## src/rtl/nrdiv_pkg.sv

```systemverilog
package nrdiv_pkg;
  typedef enum logic {
    DIV_INT = 1'b0,
    DIV_FIX = 1'b1
  } div_mode_e;
endpackage

```

## src/rtl/nrdiv_step.sv

```systemverilog
module nrdiv_step #(
  parameter int W = 32
) (
  input  logic [W-1:0] rem_i,
  input  logic [W-1:0] quo_i,
  input  logic [W-1:0] dsr_i,
  output logic [W-1:0] rem_o,
  output logic [W-1:0] quo_o
);
  logic         neg;
  logic [W-1:0] shifted;

  always_comb begin
    neg     = rem_i[W-1];
    shifted = {rem_i[W-2:0], quo_i[W-1]};
    rem_o   = neg ? (shifted + dsr_i) : (shifted - dsr_i);
    quo_o   = {quo_i[W-2:0], ~rem_o[W-1]};
  end
endmodule

```

## src/rtl/nrdiv_seq.sv

```systemverilog
module nrdiv_seq #(
  parameter int W = 32
) (
  input  logic clk,
  input  logic rst_n,
  input  logic start_i,
  output logic accept_o,
  output logic step_o,
  output logic busy_o,
  output logic done_o
);
  localparam int CW = $clog2(W);
  localparam logic [CW-1:0] LAST = CW'(W - 1);

  logic          busy_q, busy_d;
  logic          done_q, done_d;
  logic [CW-1:0] cnt_q, cnt_d;
  logic          last;

  assign accept_o = start_i && !busy_q;
  assign step_o   = busy_q;
  assign last     = busy_q && (cnt_q == LAST);
  assign busy_o   = busy_q;
  assign done_o   = done_q;

  always_comb begin
    busy_d = busy_q;
    cnt_d  = cnt_q;
    done_d = last;
    if (accept_o) begin
      busy_d = 1'b1;
      cnt_d  = '0;
    end else if (busy_q) begin
      cnt_d = cnt_q + CW'(1);
      if (last) busy_d = 1'b0;
    end
  end

  always_ff @(posedge clk or negedge rst_n) begin
    if (!rst_n) begin
      busy_q <= 1'b0;
      done_q <= 1'b0;
      cnt_q  <= '0;
    end else begin
      busy_q <= busy_d;
      done_q <= done_d;
      cnt_q  <= cnt_d;
    end
  end

  p_accept_r1: assert property (@(posedge clk) disable iff (!rst_n)
    (start_i && !busy_q) |=> (busy_q && cnt_q == '0));
  p_ignore_start_r8: assert property (@(posedge clk) disable iff (!rst_n)
    (busy_q && cnt_q != LAST) |=> (busy_q && cnt_q == $past(cnt_q) + CW'(1)));
  p_iter_count_r2: assert property (@(posedge clk) disable iff (!rst_n)
    done_q |-> ($past(busy_q) && $past(cnt_q) == LAST));
  p_done_pulse_r9: assert property (@(posedge clk) disable iff (!rst_n)
    done_q |=> !done_q);
  p_done_idle_r9: assert property (@(posedge clk) disable iff (!rst_n)
    done_q |-> !busy_q);
endmodule

```

## src/rtl/nrdiv_unit.sv

```systemverilog
module nrdiv_unit
  import nrdiv_pkg::*;
#(
  parameter int W    = 32,
  parameter int FRAC = 16
) (
  input  logic         clk,
  input  logic         rst_n,
  input  logic         start_i,
  input  logic         mode_i,
  input  logic [31:0]  dividend_i,
  input  logic [31:0]  divisor_i,
  output logic         busy_o,
  output logic         done_o,
  output logic [31:0]  quotient_o,
  output logic [31:0]  remainder_o
);
  localparam int HI = W - FRAC;

  logic         accept, step;
  logic [W-1:0] rem_q, rem_d, quo_q, quo_d, dsr_q, dsr_d;
  logic [W-1:0] rem_nx, quo_nx;

  nrdiv_seq #(.W(W)) u_seq (
    .clk      (clk),
    .rst_n    (rst_n),
    .start_i  (start_i),
    .accept_o (accept),
    .step_o   (step),
    .busy_o   (busy_o),
    .done_o   (done_o)
  );

  nrdiv_step #(.W(W)) u_step (
    .rem_i (rem_q),
    .quo_i (quo_q),
    .dsr_i (dsr_q),
    .rem_o (rem_nx),
    .quo_o (quo_nx)
  );

  always_comb begin
    rem_d = rem_q;
    quo_d = quo_q;
    dsr_d = dsr_q;
    if (accept) begin
      dsr_d = divisor_i;
      if (div_mode_e'(mode_i) == DIV_FIX) begin
        rem_d = dividend_i >> FRAC;
        quo_d = dividend_i << HI;
      end else begin
        rem_d = '0;
        quo_d = dividend_i;
      end
    end else if (step) begin
      rem_d = rem_nx;
      quo_d = quo_nx;
    end
  end

  always_ff @(posedge clk or negedge rst_n) begin
    if (!rst_n) begin
      rem_q <= '0;
      quo_q <= '0;
      dsr_q <= '0;
    end else begin
      rem_q <= rem_d;
      quo_q <= quo_d;
      dsr_q <= dsr_d;
    end
  end

  assign quotient_o  = quo_q;
  assign remainder_o = rem_q;

  p_hold_r10: assert property (@(posedge clk) disable iff (!rst_n)
    (!busy_o && !start_i) |=> ($stable(quotient_o) && $stable(remainder_o)));
  p_step_sign_r3: assert property (@(posedge clk) disable iff (!rst_n)
    (busy_o && !rem_q[W-1]) |=> (quo_q[0] == !rem_q[W-1]));
  p_done_flags_r9: assert property (@(posedge clk) disable iff (!rst_n)
    done_o |-> $past(busy_o));
endmodule

```

## config.mk

```make
export PLATFORM = sky130hd
export DESIGN_NAME = nrdiv_unit
export DESIGN_NICKNAME = d
export VERILOG_FILES = /design/src/rtl/nrdiv_pkg.sv /design/src/rtl/nrdiv_step.sv /design/src/rtl/nrdiv_seq.sv /design/src/rtl/nrdiv_unit.sv
export SDC_FILE = /design/constraint.sdc
export NUM_CORES = 1
export LEC_CHECK = 0
export ABC_CLOCK_PERIOD_IN_PS = 6000
export BUFFER_PORTS_ARGS = -buffer_cell sky130_fd_sc_hd__buf_2
export CAP_MARGIN = 20
export CORE_MARGIN = 1
export CORE_UTILIZATION = 44
export DETAILED_ROUTE_END_ITERATION = 10
export PLACE_DENSITY_LB_ADDON = 0.25
export SYNTH_ARGS = -nofsm -noshare
export SYNTH_HDL_FRONTEND = slang
export SYNTH_SLANG_ARGS = --single-unit
```

## constraint.sdc

```tcl
create_clock -name clk -period 6 [get_ports clk]
set_input_delay 1.2 -clock clk [delete_from_list [all_inputs] [get_ports clk]]
set_output_delay 1.2 -clock clk [all_outputs]
set_load 0.01 [all_outputs]
```

### Yosys cells after proc, flatten, opt, wreduce, memory -nomap -nowiden

Cells that the tools add are included.

| storage, ports and cells | value |
|---|---|
| flip-flop bits (word level) | 103 |

| cells by class | value |
|---|---|
| muxes and demuxes | 12 |
| bitwise logic cells | 1 |
| reductions and logical operators | 4 |
| eq/ne operators | 1 |
| add/sub/neg operators | 3 |

Operators with widths:

| cell | number |
|---|---|
| 32-bit two-way mux | 6 |
| 32-bit adder | 1 |
| 32-bit subtractor | 1 |
| 16-bit two-way mux | 1 |
| 5-bit two-way mux | 2 |
| 5-bit by 1-bit adder with 5-bit output (second input constant) | 1 |
| 5-bit == test (second input constant) | 1 |
| 1-bit two-way mux | 3 |
| 1-bit logical AND | 2 |
| 2-bit nonzero test | 1 |
| 1-bit logical NOT | 1 |
| 1-bit inverter | 1 |

### Depth between registers and ports, before layout

Gate-level depths: netlist of the first run.

| logic depth | value |
|---|---|
| word-level depth | 5 |
| mapped depth | 18 |

### Cells and area by module

Synthesis of the first run repeated with hierarchy kept, for this count alone.

| unflattened totals | value |
|---|---|
| cells, all modules | 730 |
| area, all modules | 7,544.7 um2 |

Modules (own cells, without submodules):

| module | cells an instance | times used | area an instance (um2) | seq. area each (um2) |
|---|---|---|---|---|
| nrdiv_unit | 299 | 1 | 4,393.0 | 2,402.3 |
| nrdiv_step | 401 | 1 | 2,807.7 | 0.0 |
| nrdiv_seq | 30 | 1 | 344.1 | 175.2 |

### Least setup slack after synthesis of the first run

OpenSTA, ideal clock, no wires.

| timing | value |
|---|---|
| path type | flip-flop to flip-flop |
| start point | register dsr_q[6] |
| end point | register rem_q[26], in the netlist remainder_o[26] |
| setup slack | 2,239 ps |
| stages on the path, launching flop included | 15 |
| clock period less this slack | 3,761 ps |
| arrival time | 3,639 ps |
| library setup time | 122 ps |
| cells stage by stage | dfrtp_1 -> or4_4 -> nor3_1 -> and2_1 -> nor3b_1 -> nor2_1 -> xor2_1 -> ha_1 -> and3_1 -> nand2_1 -> nor3_1 -> a2111oi_0 -> a211oi_1 -> or3_1 -> a32o_1 |

| on the way | value |
|---|---|
| word-level cells in the longest chain between the ends | 4 |
| elaborated cells between the ends (all ways) | 5 |

Ends and longest elaborated chain:

| element | RTL line | source |
|---|---|---|
| start: declaration | nrdiv_unit.sv:21 | `logic [W-1:0] rem_q, rem_d, quo_q, quo_d, dsr_q, dsr_d;` |
| start signal: assignment | nrdiv_unit.sv:69 | `dsr_q <= dsr_d;` |
| 32-bit subtractor / 32-bit adder (equally long branches) | nrdiv_step.sv:16 | `rem_o = neg ? (shifted + dsr_i) : (shifted - dsr_i);` |
| 32-bit two-way mux (*) | nrdiv_step.sv:16 |  |
| 32-bit two-way mux (*) | nrdiv_unit.sv:55 | `end else if (step) begin` |
| 32-bit two-way mux (*) | nrdiv_unit.sv:46 | `if (accept) begin` |
| end signal: assignment | nrdiv_unit.sv:67 | `rem_q <= rem_d;` |
| end: declaration | nrdiv_unit.sv:21 |  |

Every way passes the cells marked *; elsewhere a longest branch is shown, timed or not. The select of a mux whose other input is x is not followed.
A chain may end at the register's enable or synchronous reset.

### Worst setup path after layout of the first run

| timing | value |
|---|---|
| start point | register dsr_q[4] |
| end point | register rem_q[26], in the netlist remainder_o[26] |

Same word-level chain as after synthesis.

==> results of run 1 <==
==> layout make-up <==
type,instances,area [um2]
timing repair buffer,138,706
clock buffer,9,225
multi-input combinational,616,4090
fill,1456,7240
sequential,103,2580
clock inverter,7,85.1
inverter,18,67.6
tap,211,264
==> Yosys cell counts (2+ instances only) <==
cell         n  area share
nand3_1     10      0.0073
mux2i_1     19       0.028
and4_1       2      0.0025
inv_1       17      0.0093
a31oi_1     12       0.011
nand2b_1     5      0.0045
o211ai_1     5      0.0054
nor3_1      14       0.010
ha_1        38       0.069
dfrtp_1    103        0.37
mux2_2      28       0.046
a2111oi_0    2      0.0025
buf_1        6      0.0033
xor2_1      42       0.053
a21o_1      10       0.011
xnor2_1     14       0.018
nor3b_1     16       0.017
a22o_1      11       0.014
nor2_1      55       0.030
o22ai_1      2      0.0018
and2_1       3      0.0027
a21oi_1     98       0.071
or3_1        3      0.0027
a211oi_1    15       0.016
clkbuf_1    38       0.021
nor2b_1      3      0.0027
and3_1      22       0.020
nor4b_1      2      0.0025
o21bai_1     6      0.0065
nor4_1       3      0.0027
a311oi_1     2      0.0025
a22oi_1      3      0.0033
o21a_1       7      0.0076
o21ai_0     61       0.044
a41oi_1      2      0.0025
nand2_1     77       0.042
nand4_1      8      0.0073
==> worst paths after layout <==
check | start | to | slack, ns
setup / recovery | dsr_q[4] | remainder_o[26] | 1.81
hold / removal | u_seq.cnt_q[4] | u_seq.cnt_q[4] | 0.51
setup reg to reg | dsr_q[4] | remainder_o[26] | 1.81
hold reg to reg | u_seq.cnt_q[4] | u_seq.cnt_q[4] | 0.51
max in group asynchronous | rst_n | u_seq.busy_o | 3.95
min in group asynchronous | rst_n | dsr_q[25] | 0.85
==> metrics by stage <==
stage               instance area (um2)  cells  setup slack, ns
finish                             8020   1102             1.81
global route                       8020   1102             1.39
CTS                                8020   1102             1.81
detailed placement                 7710   1086             1.84
global placement                   7710   1086             1.96
floorplan                          6890    781             2.24
==> worst max-delay path, delay by kind of cell, from the launching register on <==
family                   cells  cell delay [ns]
AND/OR/NAND/NOR              9             2.21
AO/OA/AOI/OAI                3             0.94
flip-flops                   1             0.43
adder cells (fa/ha/maj)      1             0.35
XOR/XNOR                     1             0.15
==> cells by family after synthesis <==
logic type               Yosys count
AND/OR/NAND/NOR                  228
AO/OA/AOI/OAI                    246
buffers and inverters             62
XOR/XNOR                          56
multiplexers                      47
flip-flops                       103
adder cells (fa/ha/maj)           39
==> routing by layer <==
metal	GRT usage	part of all wire	up-vias
met4	0.0630	0.020	0
met2	0.372	0.47	150
met5	0	0	-
li1	-	-	3040
met1	0.317	0.47	2885
met3	0.0456	0.040	24
==> registers in the layout, indices dropped and copies added, names as in the netlist <==
signal	cells
quotient_o	32
u_seq.cnt_q	5
u_seq.done_o	1
dsr_q	32
remainder_o	32
u_seq.busy_o	1
==> summary.txt, run 1 <==
Run status
  – Status: completed

Timing
  – Unrepaired setup endpoints after global routing: false
  – Final setup viols: 0
  – Slew Limit Fails: 0
  – Final Hold Fails: 0
  – Measured slew at the worst slew-check pin: 0.961 ns
  – Tcrit/Tclk final: 0.699
  – Hold Slack: 0.508 ns
  – Slew margin rel.: 0.358
  – Setup TNS: 0 ns
  – Clk_skew: 0.00582 ns
  – Post-layout min period: 4.19 ns
  – FMAX: 238 MHz

Global route
  – Initial antenna violation count: 0
  – Pin count of the biggest net entering global routing: 106
  – Global-route wire length before repair: 29300 um
  – Tot GR Track Use: 0.231
  – Vias in the first global route: 5678
  – Remaining Overflow, GRT: 0

Detailed routing
  – Via Count: 6099
  – TritonRoute pass-1 iters: 5
  – DR iter-0 viols: 469
  – Per-cell routed wire length: 16.6 um
  – Routed wire length: 18300 um
  – Drt drc: 0
  – ANT nets after route: 0
  – Via density: 5.53

Finish
  – Syn-to-layout area delta: 16.3%
  – Final core occ: 0.525
  – Fin nets: 993
  – Most frequent cells in the layout: buf_2 (132), dfrtp_1 (102), a21oi_1 (98)
  – Share of cells above drive strength 1: 0.213
  – ANT cells: 0
  – Commonest non-fill, non-tap cell in the layout: buf_2

Synthesis
  – Synth Area in XOR/XNOR: 0.0712
  – Syn nets: 888
  – Post-synth EDFFs: 0
  – Post-synthesis simple-gate area fraction: 0.162
  – Post-synthesis mux area share: 0.0733
  – Ys flop type: dfrtp_1
  – Post-Synth Adder-Cell Area: 0.0719
  – Post-synthesis compound-gate area fraction: 0.214
  – Synth Cell Area: 6890 um2
  – Mapped Avg Cell Area: 8.82 um2
  – Netlist cell types: 54
  – Gate Count Post-Synth: 781
  – Synth warn: 0
  – Register bit total from synthesis: 103
  – Main combinational cell family by area after synthesis: compound AO/OA/AOI/OAI gates
  – Register area share after synthesis: 0.374
  – Async SR Flop Fraction: 1.00

Worst setup path
  – Startpoint types: flop
  – Critical-path cell list: or4_4 > nor3_1 > and2_1 > nor3b_1 > nor2_1 > xor2_1 > ha_1 > and3_1 > nand2_1 > nor3_1 > a2111oi_0 > a211oi_1 > or3_1 > a32o_1
  – Required time worst endpoint: 6.24 ns
  – Worst Setup End Kind: flop
  – Slowest stage delay, CP: 0.54 ns
  – WS Path Type: flop to flop
  – CP max FO: 6
  – Crit path DAT: 4.44 ns
  – Worst R2R Path Depth: 14
  – Worst path slowest cell: or4_4
  – Crit-path most repeated cell: nor3_1

Place
  – RePlAce Congestion: 0.922
  – Hpwl dp: 13600 um
  – PortBufs: 133

Clocking
  – CTS tree: done
  – Cts hold-fix bufs: 0
  – Inserted Clock Buffers: 9
  – PostCTS Resize Cnt: 0
  – Num Clock Sinks: 103
  – Setup bufs post-CTS: 0
  – Clk pin slew, worst setup/hold paths: 0.07 ns
  – Clk_lat worst skew: 0.36 ns
  – Max Root-Sink Buffers: 2
  – H-tree Lvls: 3
  – CTS root buffer: clkbuf_16

Floorplan
  – Area of the core: 15300 um2
  – Die H: 127 um
  – Die area: 16200 um2
  – IO Pins: 134
  – Starting Density: 0.452
  – Die Span X: 127 um
  – Std cell rows: 45

Worst hold path
  – HP Class: flop to flop
  – Hold Path Stages: 1

Job
  – Max-cap violations: 0
Power of run 1 is left out: the tool's default activity adds up to more than one toggle a clock period on the data nets, which glitch-free logic cannot reach.
==> run 2: changes to the inputs <==
Settings changed: ABC_CLOCK_PERIOD_IN_PS 6000 to 4000.
Clock period 6 ns to 4 ns, I/O delays scaled along.
==> summary.txt, run 2 (same netlist as run 1, synthesis figures left out) <==
Global route
  – Global-route wire length before repair: 30700 um (was 29300 um)
  – Pin count of the biggest net entering global routing: 83 (was 106)
  – Initial antenna violation count: 1 (was 0)
  – Remaining Overflow, GRT: 0 (unchanged)
  – Vias in the first global route: 5978 (was 5678)
  – Tot GR Track Use: 0.243 (was 0.231)

Worst setup path
  – Worst path slowest cell: or4_4 (unchanged)
  – WS Path Type: flop to flop (unchanged)
  – Critical-path cell list: or4_4 > and4bb_2 > a31oi_1 > xor2_1 > ha_1 > a21oi_1 > nor2b_1 > o21a_1 > a2111oi_2 > a211oi_1 > or3_1 > a32o_1 (was or4_4 > nor3_1 > and2_1 > nor3b_1 > nor2_1 > xor2_1 > ha_1 > and3_1 > nand2_1 > nor3_1 > a2111oi_0 > a211oi_1 > or3_1 > a32o_1)
  – CP startpoint: dsr_q[4] (unchanged)
  – CP top delay family: simple AND/OR/NAND/NOR gates (unchanged)
  – Worst Setup End Kind: flop (unchanged)
  – Crit path buf inv count: 0 (unchanged)
  – RR Startpoint: dsr_q[4] (unchanged)
  – Startpoint types: flop (unchanged)
  – Slowest stage delay, CP: 0.55 ns (was 0.54 ns)
  – CP max FO: 7 (was 6)
  – Required time worst endpoint: 4.25 ns (was 6.24 ns)
  – Crit path DAT: 4.01 ns (was 4.44 ns)

Finish
  – Multi-input gate area in the final layout: 4150 um2 (was 4090 um2)
  – Syn-to-layout area delta: 18.5% (was 16.3%)
  – Most frequent cells in the layout: buf_2 (132), dfrtp_1 (102), a21oi_1 (96) (was buf_2 (132), dfrtp_1 (102), a21oi_1 (98))
  – Final core occ: 0.535 (was 0.525)
  – Commonest non-fill, non-tap cell in the layout: buf_2 (unchanged)
  – Share of cells above drive strength 1: 0.237 (was 0.213)
  – Reg area: 2580 um2 (unchanged)
  – Fillers: 1496 (was 1456)
  – Fin nets: 1005 (was 993)

Detailed routing
  – Routed wire length: 18900 um (was 18300 um)
  – Per-cell routed wire length: 17.0 um (was 16.6 um)
  – Via Count: 6134 (was 6099)
  – TritonRoute pass-1 iters: 5 (unchanged)
  – Drt drc: 0 (unchanged)
  – Via density: 5.50 (was 5.53)
  – ANT nets after route: 0 (unchanged)
  – DR iter-0 viols: 337 (was 469)

Clocking
  – Max Root-Sink Buffers: 2 (unchanged)
  – CTS root buffer: clkbuf_16 (unchanged)
  – Clk pin slew, worst setup/hold paths: 0.08 ns (was 0.07 ns)
  – Num Clock Sinks: 103 (unchanged)
  – Clk_lat worst skew: 0.37 ns (was 0.36 ns)
  – CTS tree: done (unchanged)
  – Inserted Clock Buffers: 9 (unchanged)
  – Cts hold-fix bufs: 0 (unchanged)
  – H-tree Lvls: 3 (unchanged)

Timing
  – Post-layout min period: 3.76 ns (was 4.19 ns)
  – Unrepaired setup endpoints after global routing: false (unchanged)
  – Tcrit/Tclk final: 0.939 (was 0.699)
  – Slew margin rel.: 0.322 (was 0.358)
  – Setup TNS: 0 ns (unchanged)
  – Final setup viols: 0 (unchanged)
  – Final Hold Fails: 0 (unchanged)
  – Clk_skew: 0.0116 ns (was 0.00582 ns)
  – FMAX: 266 MHz (was 238 MHz)
  – Slew Limit Fails: 0 (unchanged)
  – Measured slew at the worst slew-check pin: 1.01 ns (was 0.961 ns)

Floorplan
  – Starting Density: 0.452 (unchanged)
  – Die area: 16200 um2 (unchanged)
  – IO Pins: 134 (unchanged)
  – Std cell rows: 45 (unchanged)
  – Die Span X: 127 um (unchanged)
  – Die H: 127 um (unchanged)
  – Area of the core: 15300 um2 (unchanged)

Job
  – Max-cap violations: 0 (unchanged)

Place
  – PortBufs: 133 (unchanged)
  – Hpwl dp: 14100 um (was 13600 um)
  – RePlAce Congestion: 0.920 (was 0.922)

Run status
  – Status: completed (unchanged)

Worst hold path
  – HP Class: input pin to asynchronous set/reset pin (was flop to flop)
==> run 2: cell types whose count changed in the layout (fill, tap and decap cells not counted), sizes merged <==
cell and change:
buf +12, bufinv -1, inv +1, diode +1
==> run 2: worst paths after layout <==
kind                                         to  slack (ns)  cells past startpoint
min in group clk                 quotient_o[21]        0.50                      2
max in group asynchronous       remainder_o[26]        2.88                      2
worst min register to register   quotient_o[21]        0.50                      2
worst min-delay path                  dsr_q[26]        0.37                      1
worst max register to register  remainder_o[26]        0.24                     12
worst max-delay path            remainder_o[26]        0.24                     12
==> run 2: per-layer routing <==
layer | GRT usage | wire (um)
met5 | 0 | 0
met3 | 0.0461 | 880
met1 | 0.320 | 8660
met2 | 0.401 | 8950
met4 | 0.0854 | 448
==> run 2: final cells by class <==
class	count	share of cell area
diodes	1	0.000306
clock buffers	9	0.0276
clock inverters	7	0.00873
inverters	18	0.00827
multi-input cells	616	0.508
flip-flops and latches	103	0.316
well taps	211	0.0323
repair buffers	150	0.0990
==> run 2: metrics by stage <==
step,worst slack [ns],std cells,hold slack [ns],area [um2]
after floorplan,0.239,781,0.465,6890
after global placement,0.127,1098,0.486,7810
after detailed placement,0.0154,1098,0.495,7810
after CTS,0.00457,1114,0.373,8110
after global routing,0.0000338,1114,0.395,8170
final,0.243,1115,0.367,8170
==> run 2: timing repair <==
item                                    in CTS  in global routing
gates cloned                                 0                  0
setup buffers                                0                  0
resized for setup                            1                 12
endpoints found under the setup margin       1                 10
==> run 2: worst register-to-register path: cells and delay by family (launching register included) <==
| kind | cells | cell delay [ns] |
|---|---|---|
| AO/OA/AOI/OAI | 6 | 1.32 |
| XOR/XNOR | 1 | 0.22 |
| adder cells (fa/ha/maj) | 1 | 0.31 |
| flip-flops | 1 | 0.43 |
| AND/OR/NAND/NOR | 4 | 1.38 |
Power of run 2 is left out for the same reason.
==> run 3: changes to the inputs <==
Settings changed: ABC_CLOCK_PERIOD_IN_PS 4000 to 4800, CTS_CLUSTER_SIZE set to 14.
Clock period 4 ns to 4.8 ns, I/O delays scaled along.
==> summary.txt, run 3 (same netlist as run 1, synthesis figures left out) <==
Worst setup path
  – Worst R2R Path Depth: 14 (was 12)
  – Required time worst endpoint: 5.06 ns (was 4.25 ns)
  – Critical path depth: 14 (was 12)
  – CP top delay family: simple AND/OR/NAND/NOR gates (unchanged)
  – CP max FO: 6 (was 7)
  – R2r endpoint: remainder_o[26] (unchanged)
  – WS Path Type: flop to flop (unchanged)
  – Slowest stage delay, CP: 0.54 ns (was 0.55 ns)
  – Worst Setup End Kind: flop (unchanged)
  – RR Startpoint: dsr_q[4] (unchanged)
  – Crit path buf inv count: 0 (unchanged)
  – Crit-path most repeated cell: nor3_1
  – Worst R2R Setup Slack: 0.55 ns (was 0.24 ns)
  – Critical-path cell list: or4_4 > nor3_1 > and2_1 > nor3b_1 > nor2_1 > xor2_1 > ha_1 > and3_1 > nand2_1 > nor3_1 > a2111oi_0 > a211oi_1 > or3_1 > a32o_1 (was or4_4 > and4bb_2 > a31oi_1 > xor2_1 > ha_1 > a21oi_1 > nor2b_1 > o21a_1 > a2111oi_2 > a211oi_1 > or3_1 > a32o_1)
  – Crit path DAT: 4.51 ns (was 4.01 ns)
  – Worst path slowest cell: or4_4 (unchanged)
  – Startpoint types: flop (unchanged)

Detailed routing
  – Drt drc: 0 (unchanged)
  – Via Count: 6140 (was 6134)
  – Routed wire length: 18500 um (was 18900 um)
  – Per-cell routed wire length: 16.8 um (was 17.0 um)
  – Via density: 5.56 (was 5.50)
  – DR iter-0 viols: 408 (was 337)
  – ANT nets after route: 0 (unchanged)
  – TritonRoute pass-1 iters: 5 (unchanged)

Timing
  – Final setup viols: 0 (unchanged)
  – Unrepaired setup endpoints after global routing: false (unchanged)
  – FMAX: 236 MHz (was 266 MHz)
  – Tcrit/Tclk final: 0.884 (was 0.939)
  – Clk_skew: 0.0117 ns (was 0.0116 ns)
  – Slew Limit Fails: 0 (unchanged)
  – Slew margin rel.: 0.326 (was 0.322)
  – Final Hold Fails: 0 (unchanged)
  – Setup TNS: 0 ns (unchanged)
  – Post-layout min period: 4.25 ns (was 3.76 ns)
  – Measured slew at the worst slew-check pin: 1.01 ns (about the same)

Place
  – Hpwl dp: 13800 um (was 14100 um)
  – PortBufs: 133 (unchanged)
  – RePlAce Congestion: 0.913 (was 0.920)

Floorplan
  – Die H: 127 um (unchanged)
  – Starting Density: 0.452 (unchanged)
  – Die Span X: 127 um (unchanged)
  – IO Pins: 134 (unchanged)
  – Die area: 16200 um2 (unchanged)
  – Area of the core: 15300 um2 (unchanged)
  – Std cell rows: 45 (unchanged)

Worst hold path
  – HP Class: input pin to asynchronous set/reset pin (unchanged)

Clocking
  – Clk_lat worst skew: 0.37 ns (about the same)
  – Max Root-Sink Buffers: 2 (unchanged)
  – H-tree Lvls: 3 (unchanged)
  – Inserted Clock Buffers: 9 (unchanged)
  – CTS root buffer: clkbuf_16 (unchanged)
  – PostCTS Resize Cnt: 0 (was 1)
  – CTS tree: done (unchanged)
  – Setup bufs post-CTS: 0 (unchanged)
  – Clk pin slew, worst setup/hold paths: 0.08 ns (about the same)
  – Cts hold-fix bufs: 0 (unchanged)
  – Num Clock Sinks: 103 (unchanged)

Global route
  – Global-route wire length before repair: 30200 um (was 30700 um)
  – Initial antenna violation count: 0 (was 1)
  – Vias in the first global route: 5924 (was 5978)
  – Remaining Overflow, GRT: 0 (unchanged)
  – Tot GR Track Use: 0.238 (was 0.243)
  – Pin count of the biggest net entering global routing: 103 (was 83)

Finish
  – ANT cells: 0 (was 1)
  – Syn-to-layout area delta: 16.4% (was 18.5%)
  – Share of cells above drive strength 1: 0.216 (was 0.237)
  – Most frequent cells in the layout: buf_2 (132), dfrtp_1 (102), a21oi_1 (98) (was buf_2 (132), dfrtp_1 (102), a21oi_1 (96))
  – Fin nets: 995 (was 1005)
  – Commonest non-fill, non-tap cell in the layout: buf_2 (unchanged)

Run status
  – Status: completed (unchanged)

Job
  – Max-cap violations: 0 (unchanged)
run 3: routing by layer:
metal,GRT usage,wire length (um),vias to the layer above
li1,-,-,3061
met1,0.316,8560,2881
met2,0.383,8650,156
met3,0.0373,716,42
met4,0.111,606,0
met5,0,0,-
run 3: area by class of cell:
class / count / area (um2)
Clock buffer: 9 / 225
Clock inverter: 7 / 68.8
Fill cell: 1463 / 7240
Inverter: 18 / 67.6
Multi-Input combinational cell: 616 / 4090
Sequential cell: 103 / 2580
Tap cell: 211 / 264
Timing Repair Buffer: 140 / 721
run 3: worst max-delay path by stage:
stage | startpoint | end | slack, ns
2_1_floorplan | dsr_q[6] | remainder_o[26] | 1.04
3_3_place_gp | dsr_q[4] | remainder_o[26] | 0.73
5_1_grt | dsr_q[4] | remainder_o[26] | 0.07
6_report | dsr_q[4] | remainder_o[26] | 0.55
3_5_place_dp | dsr_q[4] | remainder_o[26] | 0.64
4_1_cts | dsr_q[4] | remainder_o[26] | 0.59
run 3: stage by stage:
stage	utilization	cells	cell area (um2)	hold WS (ns)	setup slack [ns]
finish	0.526	1104	8020	0.428	0.555
global route	0.526	1104	8020	0.434	0.0689
CTS	0.526	1104	8020	0.424	0.585
detailed placement	0.506	1088	7720	0.489	0.637
global placement	0.506	1088	7720	0.483	0.732
floorplan	-	781	6890	0.465	1.04
run 3: worst register-to-register path, stage by stage (launching register included):
cell and delay [ns]:
dfrtp_1 0.44, or4_4 0.54, nor3_1 0.27, and2_1 0.28, nor3b_1 0.38, nor2_1 0.09
xor2_1 0.15, ha_1 0.35, and3_1 0.20, nand2_1 0.09, nor3_1 0.06, a2111oi_0 0.54
a211oi_1 0.17, or3_1 0.33, a32o_1 0.25
Power of run 3 is left out for the same reason.
